$ cat src/rtl/pms_pkg.sv
package pms_pkg;
  typedef enum logic [2:0] {
    PM_RESET = 3'd0,
    PM_STBY  = 3'd1,
    PM_START = 3'd2,
    PM_BSS   = 3'd3,
    PM_NORM  = 3'd4
  } pm_state_e;
endpackage

$ cat src/rtl/pms_delay.sv
module pms_delay #(
  parameter int DLY_MS = 10
) (
  input  logic clk_i,
  input  logic rst_ni,
  input  logic clr_i,
  input  logic adv_i,
  output logic done_o
);
  localparam int CNT_W = (DLY_MS > 2) ? $clog2(DLY_MS) : 1;
  localparam logic [CNT_W-1:0] LAST = CNT_W'(DLY_MS - 1);

  logic [CNT_W-1:0] cnt_q;

  assign done_o = adv_i && (cnt_q == LAST);

  always_ff @(posedge clk_i or negedge rst_ni) begin
    if (!rst_ni)     cnt_q <= '0;
    else if (clr_i)  cnt_q <= '0;
    else if (adv_i)  cnt_q <= done_o ? '0 : cnt_q + 1'b1;
  end


  cnt_range_chk: assert property (@(posedge clk_i) disable iff (!rst_ni)
    cnt_q <= LAST);
endmodule

$ cat src/rtl/pms_fsm.sv
module pms_fsm
  import pms_pkg::*;
(
  input  logic      clk_i,
  input  logic      rst_ni,
  input  logic      rst_req_i,
  input  logic      run_i,
  input  logic      thermal_i,
  input  logic      boost_bit_i,
  input  logic      tick_i,
  input  logic      done_i,
  output pm_state_e state_o,
  output logic      boost_on_o,
  output logic      clr_o,
  output logic      adv_o
);
  pm_state_e state_q, state_d;
  logic      boost_on_q, boost_on_d;
  logic      active;

  assign active = (state_q == PM_START) || (state_q == PM_BSS) || (state_q == PM_NORM);
  assign adv_o  = tick_i && !rst_req_i && run_i && !thermal_i &&
                  ((state_q == PM_START) || (state_q == PM_BSS && boost_bit_i));

  always_comb begin
    state_d    = state_q;
    boost_on_d = boost_on_q;
    if (rst_req_i) begin
      state_d = PM_RESET;
    end else if (active && !run_i) begin
      state_d = PM_STBY;
    end else begin
      unique case (state_q)
        PM_RESET: state_d = PM_STBY;
        PM_STBY:  if (run_i) state_d = PM_START;
        PM_START: if (done_i) state_d = boost_bit_i ? PM_BSS : PM_NORM;
        PM_BSS: begin
          if (thermal_i)         state_d = PM_START;
          else if (!boost_bit_i) state_d = PM_NORM;
          else if (done_i) begin
            state_d    = PM_NORM;
            boost_on_d = 1'b1;
          end
        end
        PM_NORM: begin
          if (thermal_i)                      state_d = PM_START;
          else if (boost_bit_i && !boost_on_q) state_d = PM_BSS;
        end
        default: state_d = PM_RESET;
      endcase
    end
    if (state_d != PM_NORM || !boost_bit_i) boost_on_d = 1'b0;
  end

  // thermal in start-up restarts the wait
  assign clr_o = (state_d != state_q) || (state_q == PM_START && thermal_i);

  always_ff @(posedge clk_i or negedge rst_ni) begin
    if (!rst_ni) begin
      state_q    <= PM_RESET;
      boost_on_q <= 1'b0;
    end else begin
      state_q    <= state_d;
      boost_on_q <= boost_on_d;
    end
  end

  assign state_o    = state_q;
  assign boost_on_o = boost_on_q;


  rst_entry_chk: assert property (@(posedge clk_i) disable iff (!rst_ni)
    rst_req_i |=> state_q == PM_RESET);

  run_drop_chk: assert property (@(posedge clk_i) disable iff (!rst_ni)
    (!rst_req_i && !run_i && active) |=> state_q == PM_STBY);

  thermal_back_chk: assert property (@(posedge clk_i) disable iff (!rst_ni)
    (!rst_req_i && run_i && thermal_i && (state_q == PM_BSS || state_q == PM_NORM))
      |=> state_q == PM_START);

  start_route_chk: assert property (@(posedge clk_i) disable iff (!rst_ni)
    (state_q == PM_START && !rst_req_i && run_i && !thermal_i && !boost_bit_i && done_i)
      |=> state_q == PM_NORM);
endmodule

$ cat src/rtl/pms_dec.sv
module pms_dec
  import pms_pkg::*;
(
  input  pm_state_e state_i,
  input  logic      boost_on_i,
  output logic      core_en_o,
  output logic      boost_en_o,
  output logic      boost_pfm_o,
  output logic      led_off_o,
  output logic      reg_rst_o
);
  always_comb begin
    core_en_o   = 1'b0;
    boost_en_o  = 1'b0;
    boost_pfm_o = 1'b0;
    led_off_o   = 1'b1;
    reg_rst_o   = 1'b0;
    unique case (state_i)
      PM_RESET: reg_rst_o = 1'b1;
      PM_STBY:  ;
      PM_START: core_en_o = 1'b1;
      PM_BSS: begin
        core_en_o   = 1'b1;
        boost_en_o  = 1'b1;
        boost_pfm_o = 1'b1;
      end
      PM_NORM: begin
        core_en_o  = 1'b1;
        boost_en_o = boost_on_i;
        led_off_o  = 1'b0;
      end
      default: reg_rst_o = 1'b1;
    endcase
  end
endmodule

$ cat src/rtl/power_mode_seq.sv
module power_mode_seq
  import pms_pkg::*;
#(
  parameter int DLY_MS = 10
) (
  input  logic       clk_i,
  input  logic       rst_ni,
  input  logic       rst_pin_ni,
  input  logic       por_i,
  input  logic       stby_bit_i,
  input  logic       boost_bit_i,
  input  logic       sync_bit_i,
  input  logic       thermal_i,
  input  logic       dflt_mode_i,
  input  logic       tick_ms_i,
  output logic [2:0] state_o,
  output logic       core_en_o,
  output logic       boost_en_o,
  output logic       boost_pfm_o,
  output logic       led_off_o,
  output logic       reg_rst_o,
  output logic       sync_en_o
);
  logic      rst_req, run, clr, adv, done, boost_on;
  pm_state_e state;

  assign rst_req   = !rst_pin_ni || por_i;
  assign run       = stby_bit_i || dflt_mode_i;
  assign sync_en_o = sync_bit_i || dflt_mode_i;

  pms_fsm u_fsm (
    .clk_i       (clk_i),
    .rst_ni      (rst_ni),
    .rst_req_i   (rst_req),
    .run_i       (run),
    .thermal_i   (thermal_i),
    .boost_bit_i (boost_bit_i),
    .tick_i      (tick_ms_i),
    .done_i      (done),
    .state_o     (state),
    .boost_on_o  (boost_on),
    .clr_o       (clr),
    .adv_o       (adv)
  );

  pms_delay #(.DLY_MS(DLY_MS)) u_delay (
    .clk_i  (clk_i),
    .rst_ni (rst_ni),
    .clr_i  (clr),
    .adv_i  (adv),
    .done_o (done)
  );

  pms_dec u_dec (
    .state_i     (state),
    .boost_on_i  (boost_on),
    .core_en_o   (core_en_o),
    .boost_en_o  (boost_en_o),
    .boost_pfm_o (boost_pfm_o),
    .led_off_o   (led_off_o),
    .reg_rst_o   (reg_rst_o)
  );

  assign state_o = state;


  reenable_ss_chk: assert property (@(posedge clk_i) disable iff (!rst_ni)
    (state_o == 3'd4 && !boost_en_o && boost_bit_i && run && !rst_req && !thermal_i)
      |=> (boost_pfm_o && led_off_o));
endmodule

$ cat config.mk
export PLATFORM = sky130hd
export DESIGN_NAME = power_mode_seq
export DESIGN_NICKNAME = d
export VERILOG_FILES = /design/src/rtl/pms_pkg.sv /design/src/rtl/pms_delay.sv /design/src/rtl/pms_fsm.sv /design/src/rtl/pms_dec.sv /design/src/rtl/power_mode_seq.sv
export SDC_FILE = /design/constraint.sdc
export NUM_CORES = 1
export LEC_CHECK = 0
export BUFFER_PORTS_ARGS = -buffer_cell sky130_fd_sc_hd__buf_2
export CAP_MARGIN = 20
export CORE_MARGIN = 1
export CORE_UTILIZATION = 30
export CTS_CLUSTER_DIAMETER = 120
export DETAILED_ROUTE_END_ITERATION = 12
export PLACE_DENSITY = 0.53
export SLEW_MARGIN = 20
export SYNTH_ARGS = -nofsm -noshare
export SYNTH_HDL_FRONTEND = slang
export SYNTH_SLANG_ARGS = --single-unit
$ cat constraint.sdc
create_clock -name clk_i -period 2.3 [get_ports clk_i]
set_input_delay 0.575 -clock clk_i [delete_from_list [all_inputs] [get_ports clk_i]]
set_output_delay 0.575 -clock clk_i [all_outputs]
set_load 0.03 [all_outputs]
==> results of run 1 <==
-- where the power goes --
group / internal, uW / switching [uW] / leakage [uW]
clock network: 59.4 / 43.5 / 0.0000138
registers: 143 / 5.05 / 0.000111
logic: 33.1 / 48.7 / 0.000268
total: 235 / 97.2 / 0.000393
-- metal layers --
metal | vias up | share of wire (%)
li1 | 368 | -
met5 | - | 0
met1 | 333 | 51
met4 | 0 | 0.74
met3 | 2 | 5.7
met2 | 23 | 42
-- worst paths after layout --
kind,from,end,slack (ns)
worst max-delay path,u_fsm.state_o[0]$_DFF_PN0_,boost_en_o,0.11
worst max register to register,u_fsm.state_o[0]$_DFF_PN0_,u_delay.cnt_q[0]$_DFFE_PN0P_,0.28
min in group clk_i,u_delay.cnt_q[1]$_DFFE_PN0P_,u_delay.cnt_q[1]$_DFFE_PN0P_,0.58
worst min register to register,u_delay.cnt_q[1]$_DFFE_PN0P_,u_delay.cnt_q[1]$_DFFE_PN0P_,0.58
worst min-delay path,rst_ni,u_delay.cnt_q[0]$_DFFE_PN0P_,0.15
max in group asynchronous,rst_ni,u_fsm.state_o[1]$_DFF_PN0_,1.98
-- cell type report --
cell class                      count  area, um^2  area share, %
Inverter                            7       26.28          2.925
Timing Repair Buffer               21       112.6          12.53
Multi-Input combinational cell     70       501.7          55.85
Clock buffer                        3       22.52          2.507
Sequential cell                     8       200.2          22.28
Tap cell                           28       35.03          3.900
-- cell families (layout without fill, tap and decap cells) --
| logic type | after synthesis | after routing | synth area share, % |
|---|---|---|---|
| AO/OA/AOI/OAI | 23 | 23 | 25.25 |
| AND/OR/NAND/NOR | 41 | 41 | 32.46 |
| XOR/XNOR | 3 | 3 | 3.443 |
| buffers and inverters | 11 | 31 | 8.033 |
| flip-flops | 8 | 8 | 26.23 |
| adder cells (fa/ha/maj) | 3 | 3 | 4.590 |
-- Yosys cell counts, types with 2 or more instances --
master    n  area, um^2
ha_1      2       25.02
a211oi_1  2       15.01
inv_1     7       26.28
dfrtp_1   8       200.2
or2_2     2       12.51
a21oi_2   2       17.52
nor2b_1   4       25.02
xor2_1    2       17.52
nor3b_2   2       25.02
nor3_1    6       30.03
or3_1     2       12.51
nand2b_1  2       12.51
o31ai_1   2       15.01
buf_6     2       22.52
nor2_1    5       18.77
nand3_1   2       10.01
a21oi_1   4       20.02
nand2_1   7       26.28
o21ai_0   2       10.01
-- sequential cells by signal, indices dropped and copies added, names as in the netlist --
register	flops
u_delay.cnt_q	4
u_fsm.state_o	3
u_fsm.boost_on_o	1
-- per-stage QoR --
stage	worst slack [ns]	power (uW)	hold slack [ns]	instance area, um^2
6_report	0.1105	332.4	0.1521	898.4
5_1_grt	0.02260	353.6	0.1522	898.4
4_1_cts	0.1074	336.4	0.1549	898.4
3_5_place_dp	0.1409	231.7	0.4251	875.8
3_3_place_gp	0.1994	232.6	0.4246	875.8
2_1_floorplan	0.03316	204.7	0.2794	763.2
==> qor.yml, run 1 <==
crit_required_ns: 1.73
power_per_cell_area_nw_per_um2: 370.0
setup_violations: 0
avgRoutedWirePerCell_um: 12.85
ys_warn_count: 0
use_met1_pct: 21.40
antenna_found_initial: 0
cts_hold_buf: 0
n_antenna_cell: 0
synth-seq-area-share_pct: 26.23
fill_cells: 245
gp_congestion: 0.8028
cts_root_buf: "clkbuf_4"
drtIter0Drc: 15
arrival_ns: 1.61
grt_pass1_vias: 614
viasPerCell: 5.299
clk_path_buf_depth: 2
drt-total-wl_um: 1760
layout_commonest_cell: "buf_2"
cts_tree: "yes"
postCtsSetupBuffers: 0
reg2reg_depth: 6
max_cap_violations: 0
path_cells: "or3b_1, o21ai_1, buf_2"
period_needed_ns: 2.190
clk_latency_ns: 0.25
crit_family: "simple AND/OR/NAND/NOR gates"
fmax_mhz: 456.7
netlist-cell-type-count: 43
h-tree-depth: 1
detailed_place_hpwl_um: 1394
die_x_um: 52.44
postLayoutCoreUtil_pct: 39.11
grt_util_met2_pct: 20.89
hold_class: "input port to async pin"
cts_resized: 0
core_area_um2: 2297
grt_max_degree: 12
fin_cells: 137
die_h_um: 52.44
dp.cells: 134
die_area_um2: 2750
grt_overflow_total: 0
worst_slew_pin_slew_ns: 0.4407
maxSlewViolCount: 0
cp_slowest_cell: "or3b_1"
setup_tns_ns: 0
synth_area_per_cell_um2: 8.576
cts_sinks: 8
drive_gt1_share_pct: 32.11
io_buffers: 18
rsz0062_at_grt: "false"
slew_headroom_pct: 70.59
netlist_instances: 89
crit_fanout: 9
grt_use_met3_pct: 5.217
path_buf_inv: 1
busiest_layer: "met1"
start_util_pct: 33.22
startpoint_type: "flop"
crit_type: "flop to primary output"
p_leak_uw: 0.0003928
first_pass_iters: 4
grt_usage_pct: 14.95
final_nets: 123
area_delta_synth_final_pct: 17.70
syn_area_um2: 763.2
outcome: "finished clean"
synth_edf_count: 0
path_depth: 3
clk_pin_slew_ns: 0.05
fp-row-count: 17
cp-end-kind: "primary output"
cts_made_buffers: 3
min_period_over_period_pct: 95.20
synthFlopType: "dfrtp_1"
drc_errors: 0
ant_nets: 0
via_count: 726
hold_viol: 0
layout_common_cells: "buf_2 (18), dfrtp_1 (8), inv_1 (7), nand2_1 (7), nor3_1 (6)"
grt_first_pass_wirelength_um: 2973
ys_seq_elements: 8
syn_nets: 101
async_flop_share_pct: 100.0
io_pins: 19
slowest_delay_ns: 0.53
peakVddDrop_uv: 241.3
fin_skew_ns: 0.006063
(Power assumes the default switching activity.)
==> inputs of run 2 (changes only) <==
--- a/config.mk
+++ b/config.mk
@@ -8,10 +8,11 @@
 export BUFFER_PORTS_ARGS = -buffer_cell sky130_fd_sc_hd__buf_2
 export CAP_MARGIN = 20
 export CORE_MARGIN = 1
-export CORE_UTILIZATION = 30
+export CORE_UTILIZATION = 49
 export CTS_CLUSTER_DIAMETER = 120
 export DETAILED_ROUTE_END_ITERATION = 12
-export PLACE_DENSITY = 0.53
+export PLACE_DENSITY = 0.77
+export SETUP_SLACK_MARGIN = 0.15
 export SLEW_MARGIN = 20
 export SYNTH_ARGS = -nofsm -noshare
 export SYNTH_HDL_FRONTEND = slang
==> run 2 against run 1 <==
Net effect:
- via count is 1.4% higher
- utilization is 26 points higher
- sequential share of layout area is 0.77 points higher
- clock power hardly changed
- clock-buffer cell count stayed put
- combinational power is 2% lower
==> qor.yml, run 2 (synthesized netlist as in run 1, its figures left out) <==
outcome: "finished clean"
setup_violations: 0
setup_tns_ns: 0
startpoint_type: "flop"
die_h_um: 41.47
fin_skew_ns: 0.001831
grt_max_degree: 12
period_needed_ns: 2.063
die_x_um: 41.47
io_pins: 19
layout_common_cells: "buf_2 (18), inv_1 (7), nand2_1 (7)"
reg2reg_slack_ns: 0.33
io_buffers: 18
crit_type: "flop to primary output"
cts_made_buffers: 3
antenna_found_initial: 0
crit_required_ns: 1.73
gp_congestion: 0.9550
grt_first_pass_wirelength_um: 2849
via_count: 736
first_pass_iters: 4
start_util_pct: 55.86
largest_register: "u_delay.cnt_q"
clk_path_buf_depth: 2
cts_root_buf: "clkbuf_4"
grt_usage_pct: 21.23
cp-end-kind: "primary output"
clk_pin_slew_ns: 0.05
grt_overflow_total: 0
avgRoutedWirePerCell_um: 14.11
fp-row-count: 13
cts_sinks: 8
crit_fanout: 8
rsz0062_at_grt: "false"
n_antenna_cell: 0
hold_viol: 0
power_per_cell_area_nw_per_um2: 374.5
worst_slew_pin_slew_ns: 0.4154
drc_errors: 0
hold_class: "input port to async pin"
largest_register_ffs: 4
detailed_place_hpwl_um: 1366
dp.cells: 119
grt_pass1_vias: 661
slew_headroom_pct: 72.19
fmax_mhz: 484.8
place_ws_ns: 0.09372
layout_setup_ws_ns: 0.2372
fin_cells: 122
layout_commonest_cell: "buf_2"
p_leak_uw: 0.0003846
drtIter0Drc: 26
final_nets: 121
peakVddDrop_uv: 253.1
h-tree-depth: 1
die_area_um2: 1719
drt-total-wl_um: 1722
max_cap_violations: 0
ant_nets: 0
reg2reg_to: "u_delay.cnt_q[3]$_DFFE_PN0P_"
cts_tree: "yes"
startpoint: "u_fsm.state_o[0]$_DFF_PN0_"
arrival_ns: 1.49
min_period_over_period_pct: 89.69
maxSlewViolCount: 0
r2r_start: "u_delay.cnt_q[1]$_DFFE_PN0P_"
core_area_um2: 1366
viasPerCell: 6.033
area_delta_synth_final_pct: 15.90
clk_latency_ns: 0.24
reg2reg_depth: 7
drive_gt1_share_pct: 36.45
cts_hold_buf: 0
-- run 2: worst max path at each step --
stage	endpoint	cells after the start	slack, ns
floorplan	boost_en_o	4	0.19
global placement	u_delay.cnt_q[3]$_DFFE_PN0P_	6	0.16
detailed placement	u_delay.cnt_q[3]$_DFFE_PN0P_	6	0.09
CTS	boost_en_o	3	0.18
global route	boost_en_o	3	0.17
finish	boost_en_o	3	0.24
-- run 2: stage by stage --
stage	util (%)	instance area (um^2)	power, uW	hold slack (ns)
after floorplan	-	767.0	204.7	0.2794
after global placement	62.09	848.3	227.2	0.4166
after detailed placement	62.09	848.3	228.4	0.4174
after CTS	64.01	874.6	334.3	0.1481
after global routing	64.74	884.6	352.3	0.1553
final	64.74	884.6	331.3	0.1544
-- run 2: cell type report --
class | count | area, um^2
Clock buffer | 3 | 22.52
Fill cell | 117 | 481.7
Inverter | 7 | 26.28
Multi-Input combinational cell | 70 | 515.5
Sequential cell | 8 | 203.9
Tap cell | 15 | 18.77
Timing Repair Buffer | 19 | 97.59
-- run 2: timing repair --
| action | CTS | global route |
|---|---|---|
| endpoints found under the setup margin | 2 | 5 |
| gates resized for setup | 2 | 3 |
| gates cloned | 0 | 0 |
| setup buffers | 0 | 0 |
-- run 2: critical path, cell delays in order, from the launching register on --
cell,delay [ns]
dfrtp_2,0.47
or3b_4,0.46
o21ai_2,0.12
buf_2,0.20
-- run 2: layer usage --
layer  up-vias  global-route usage [%]  share of wire, %
met5         -                       0                 0
met4         0                   7.742              0.70
met3         2                   5.217               5.7
met2        38                   32.50                47
met1       334                   28.76                47
li1        362                       -                 -
-- run 2: power by group --
| group | switching [uW] | internal (uW) | total [uW] |
|---|---|---|---|
| logic | 48.5 | 32.0 | 80.5 |
| clock network | 43.5 | 59.4 | 103 |
| registers | 4.89 | 143 | 148 |
| total | 96.9 | 234 | 331 |
==> inputs of run 3 (changes only) <==
--- a/config.mk
+++ b/config.mk
@@ -5,15 +5,16 @@
 export SDC_FILE = /design/constraint.sdc
 export NUM_CORES = 1
 export LEC_CHECK = 0
-export BUFFER_PORTS_ARGS = -buffer_cell sky130_fd_sc_hd__buf_2
 export CAP_MARGIN = 20
 export CORE_MARGIN = 1
 export CORE_UTILIZATION = 49
 export CTS_CLUSTER_DIAMETER = 120
 export DETAILED_ROUTE_END_ITERATION = 12
-export PLACE_DENSITY = 0.77
+export DONT_BUFFER_PORTS = 1
+export PLACE_DENSITY = 0.67
 export SETUP_SLACK_MARGIN = 0.15
 export SLEW_MARGIN = 20
 export SYNTH_ARGS = -nofsm -noshare
 export SYNTH_HDL_FRONTEND = slang
+export SYNTH_HIERARCHICAL = 1
 export SYNTH_SLANG_ARGS = --single-unit
==> run 3 against run 2 <==
Net effect:
- final area grew 12%
- largest power group unchanged
- critical endpoint is now u_fsm/boost_on_o$_DFFE_PN0P_
- highest routed layer unchanged
- utilization up 1.1 points
- non-clock buffer count shrank 1
==> qor.yml, run 3 <==
drive_gt1_share_pct: 29.73
via_count: 829
syn_area_um2: 782.0
die_x_um: 41.95
ant_nets: 0
fin_hold_ws_ns: 0.5214
outcome: "finished clean"
peakVddDrop_uv: 250.2
fill_cells: 129
hold_viol: 0
fmax_mhz: 469.8
netlist-cell-type-count: 43
grt_usage_pct: 26.00
min_period_over_period_pct: 92.54
syn_nets: 108
power.internal_uw: 236.1
grt_pass1_vias: 736
synth_top_area_cell: "dfrtp_1"
io_pins: 19
power_per_cell_area_nw_per_um2: 340.5
power_uw: 337.8
io_buffers: 0
detailed_place_hpwl_um: 1538
p_leak_uw: 0.0004057
synthFlopType: "dfrtp_1"
setup_violations: 0
ys_seq_elements: 8
final_nets: 125
p_sw_share_pct: 30.11
reg2reg_slack_ns: 0.24
cp_slowest_cell: "or3_1"
clk_pin_slew_ns: 0.06
grt_first_pass_wirelength_um: 3374
p_switching_uw: 101.7
synth_area_leaders: "dfrtp_1 (26%), a21oi_1 (5.8%), nand2_1 (4.8%), nand2b_1 (4.0%), and4bb_1 (3.2%)"
die_h_um: 41.95
reg2reg_depth: 8
rsz0062_at_grt: "true"
hold_class: "input port to flop"
arrival_ns: 2.33
gp_congestion: 0.8078
drtIter0Drc: 27
grt_overflow_total: 0
fin_skew_ns: 0.01456
crit_type: "input port to flop"
maxSlewViolCount: 0
cpMostUsedCell: "nand2b_4"
setup_tns_ns: 0
avgRoutedWirePerCell_um: 17.66
synth-seq-area-share_pct: 25.60
cp-end-kind: "flop"
cts_sinks: 8
crit_fanout: 5
p_comb_share_pct: 24.5
antenna_found_initial: 0
yosysMostFrequentCell: "nand2_1"
async_flop_share_pct: 100.0
slew_headroom_pct: 74.06
synth_area_per_cell_um2: 8.146
largest_register: "u_delay/cnt_q"
start_util_pct: 51.91
n_antenna_cell: 0
max_cap_violations: 0
clk_path_buf_depth: 2
drc_errors: 0
netlist_instances: 96
core_area_um2: 1506
reg2reg_to: "u_fsm/boost_on_o$_DFFE_PN0P_"
startpoint_type: "input port"
layout_commonest_cell: "buf_4"
r2r_start: "u_fsm/state_o[2]$_DFF_PN0_"
p_seq_share_pct: 42.6
h-tree-depth: 1
synth_edf_count: 0
viasPerCell: 6.528
layout_setup_ws_ns: 0.1716
die_area_um2: 1760
drt-total-wl_um: 2243
synth_top_area_share_pct: 25.60
first_pass_iters: 4
postLayoutCoreUtil_pct: 65.86
endpoint: "u_fsm/boost_on_o$_DFFE_PN0P_"
cts_made_buffers: 3
slowest_delay_ns: 0.32
ys_warn_count: 6
grt_max_degree: 20
worst_slew_pin_slew_ns: 0.3856
layout_common_cells: "buf_4 (15), nand2_1 (10), dfrtp_1 (8)"
fp-row-count: 14
cts_tree: "yes"
startpoint: "por_i"
crit_required_ns: 2.50
period_needed_ns: 2.128
area_delta_synth_final_pct: 26.88
clk_latency_ns: 0.27
cts_root_buf: "clkbuf_4"
place_ws_ns: -0.1001
path_cells: "nand2b_4, nand2b_4, nor4b_4, o211a_1, inv_2, nor2_4, nand2b_1, or3_1, a211oi_2, and4bb_1"
synth_common_cells: "nand2_1 (10), a21oi_1 (9), dfrtp_1 (8)"
clkPwrFrac_pct: 32.9
largest_register_ffs: 4
==> run 3: cell count changes after synthesis, sizes merged, moves of 3 or more <==
cell	change
nand2b	+4
inv	-3
nor3	-5
a31oi	+3
nand2	+3
a21oi	+4
==> run 3: worst min path at each step <==
stage	startpoint	to	slack, ns	depth (start not counted)
finish	thermal_i	u_fsm/state_o[2]$_DFF_PN0_	0.52	2
global route	boost_bit_i	u_fsm/boost_on_o$_DFFE_PN0P_	0.51	1
CTS	rst_ni	u_delay/cnt_q[3]$_DFFE_PN0P_	0.006	0
detailed placement	rst_ni	u_delay/cnt_q[2]$_DFFE_PN0P_	0.28	0
global placement	rst_ni	u_fsm/state_o[0]$_DFF_PN0_	0.28	0
floorplan	rst_ni	u_delay/cnt_q[0]$_DFFE_PN0P_	0.28	0
==> run 3: area by class of cell <==
type | instances | area [um^2] | area share [%]
repair buffers | 18 | 143.9 | 14.50
clock buffers | 3 | 22.52 | 2.270
inverters | 4 | 15.01 | 1.513
flip-flops and latches | 8 | 200.2 | 20.18
multi-input cells | 78 | 590.6 | 59.52
well taps | 16 | 20.02 | 2.018
==> run 3: cell families after synthesis <==
kind of cell / Yosys count / synth area share [%]
xor+xnor: 1 / 1.120
flops: 8 / 25.60
mux: 1 / 1.440
simple gates: 40 / 32.00
compound gates: 34 / 30.40
buf+inv: 10 / 6.239
fa+ha+maj: 2 / 3.199
==> run 3: worst max-delay path: cells and delay by family <==
family          cells  cell delay (ns)
simple gates        7             1.25
buf+inv             1             0.05
compound gates      2             0.44
==> run 3: power groups by stage <==
stage	sequential (uW)	clock [uW]	combinational (uW)
after floorplan	150	0	54.7
after global placement	146	0	70.4
after detailed placement	146	0	71.0
after CTS	144	116	74.5
after global routing	144	125	88.9
final	144	111	82.7
==> run 3: timing repair <==
item                       in CTS  in global routing
setup buffers                   0                  4
hold buffers                    1                  1
setup endpoints to repair       0                  7
hold endpoints to repair        4                  4
gates resized for setup         0                  6
==> run 3: metal layers <==
| metal | vias to the layer above | GRT usage (%) | wire length [um] | share of wire [%] |
|---|---|---|---|---|
| met5 | - | 0 | 0 | 0 |
| met3 | 6 | 10.43 | 254 | 11 |
| met4 | 0 | 9.677 | 46 | 2.1 |
| li1 | 390 | - | - | - |
| met2 | 54 | 39.06 | 1028 | 46 |
| met1 | 379 | 33.42 | 914 | 41 |
==> run 3: through the flow <==
stage,area [um^2],instances
2_1_floorplan,819.5,96
3_3_place_gp,895.9,118
3_5_place_dp,895.9,118
4_1_cts,928.4,122
5_1_grt,992.2,127
6_report,992.2,127
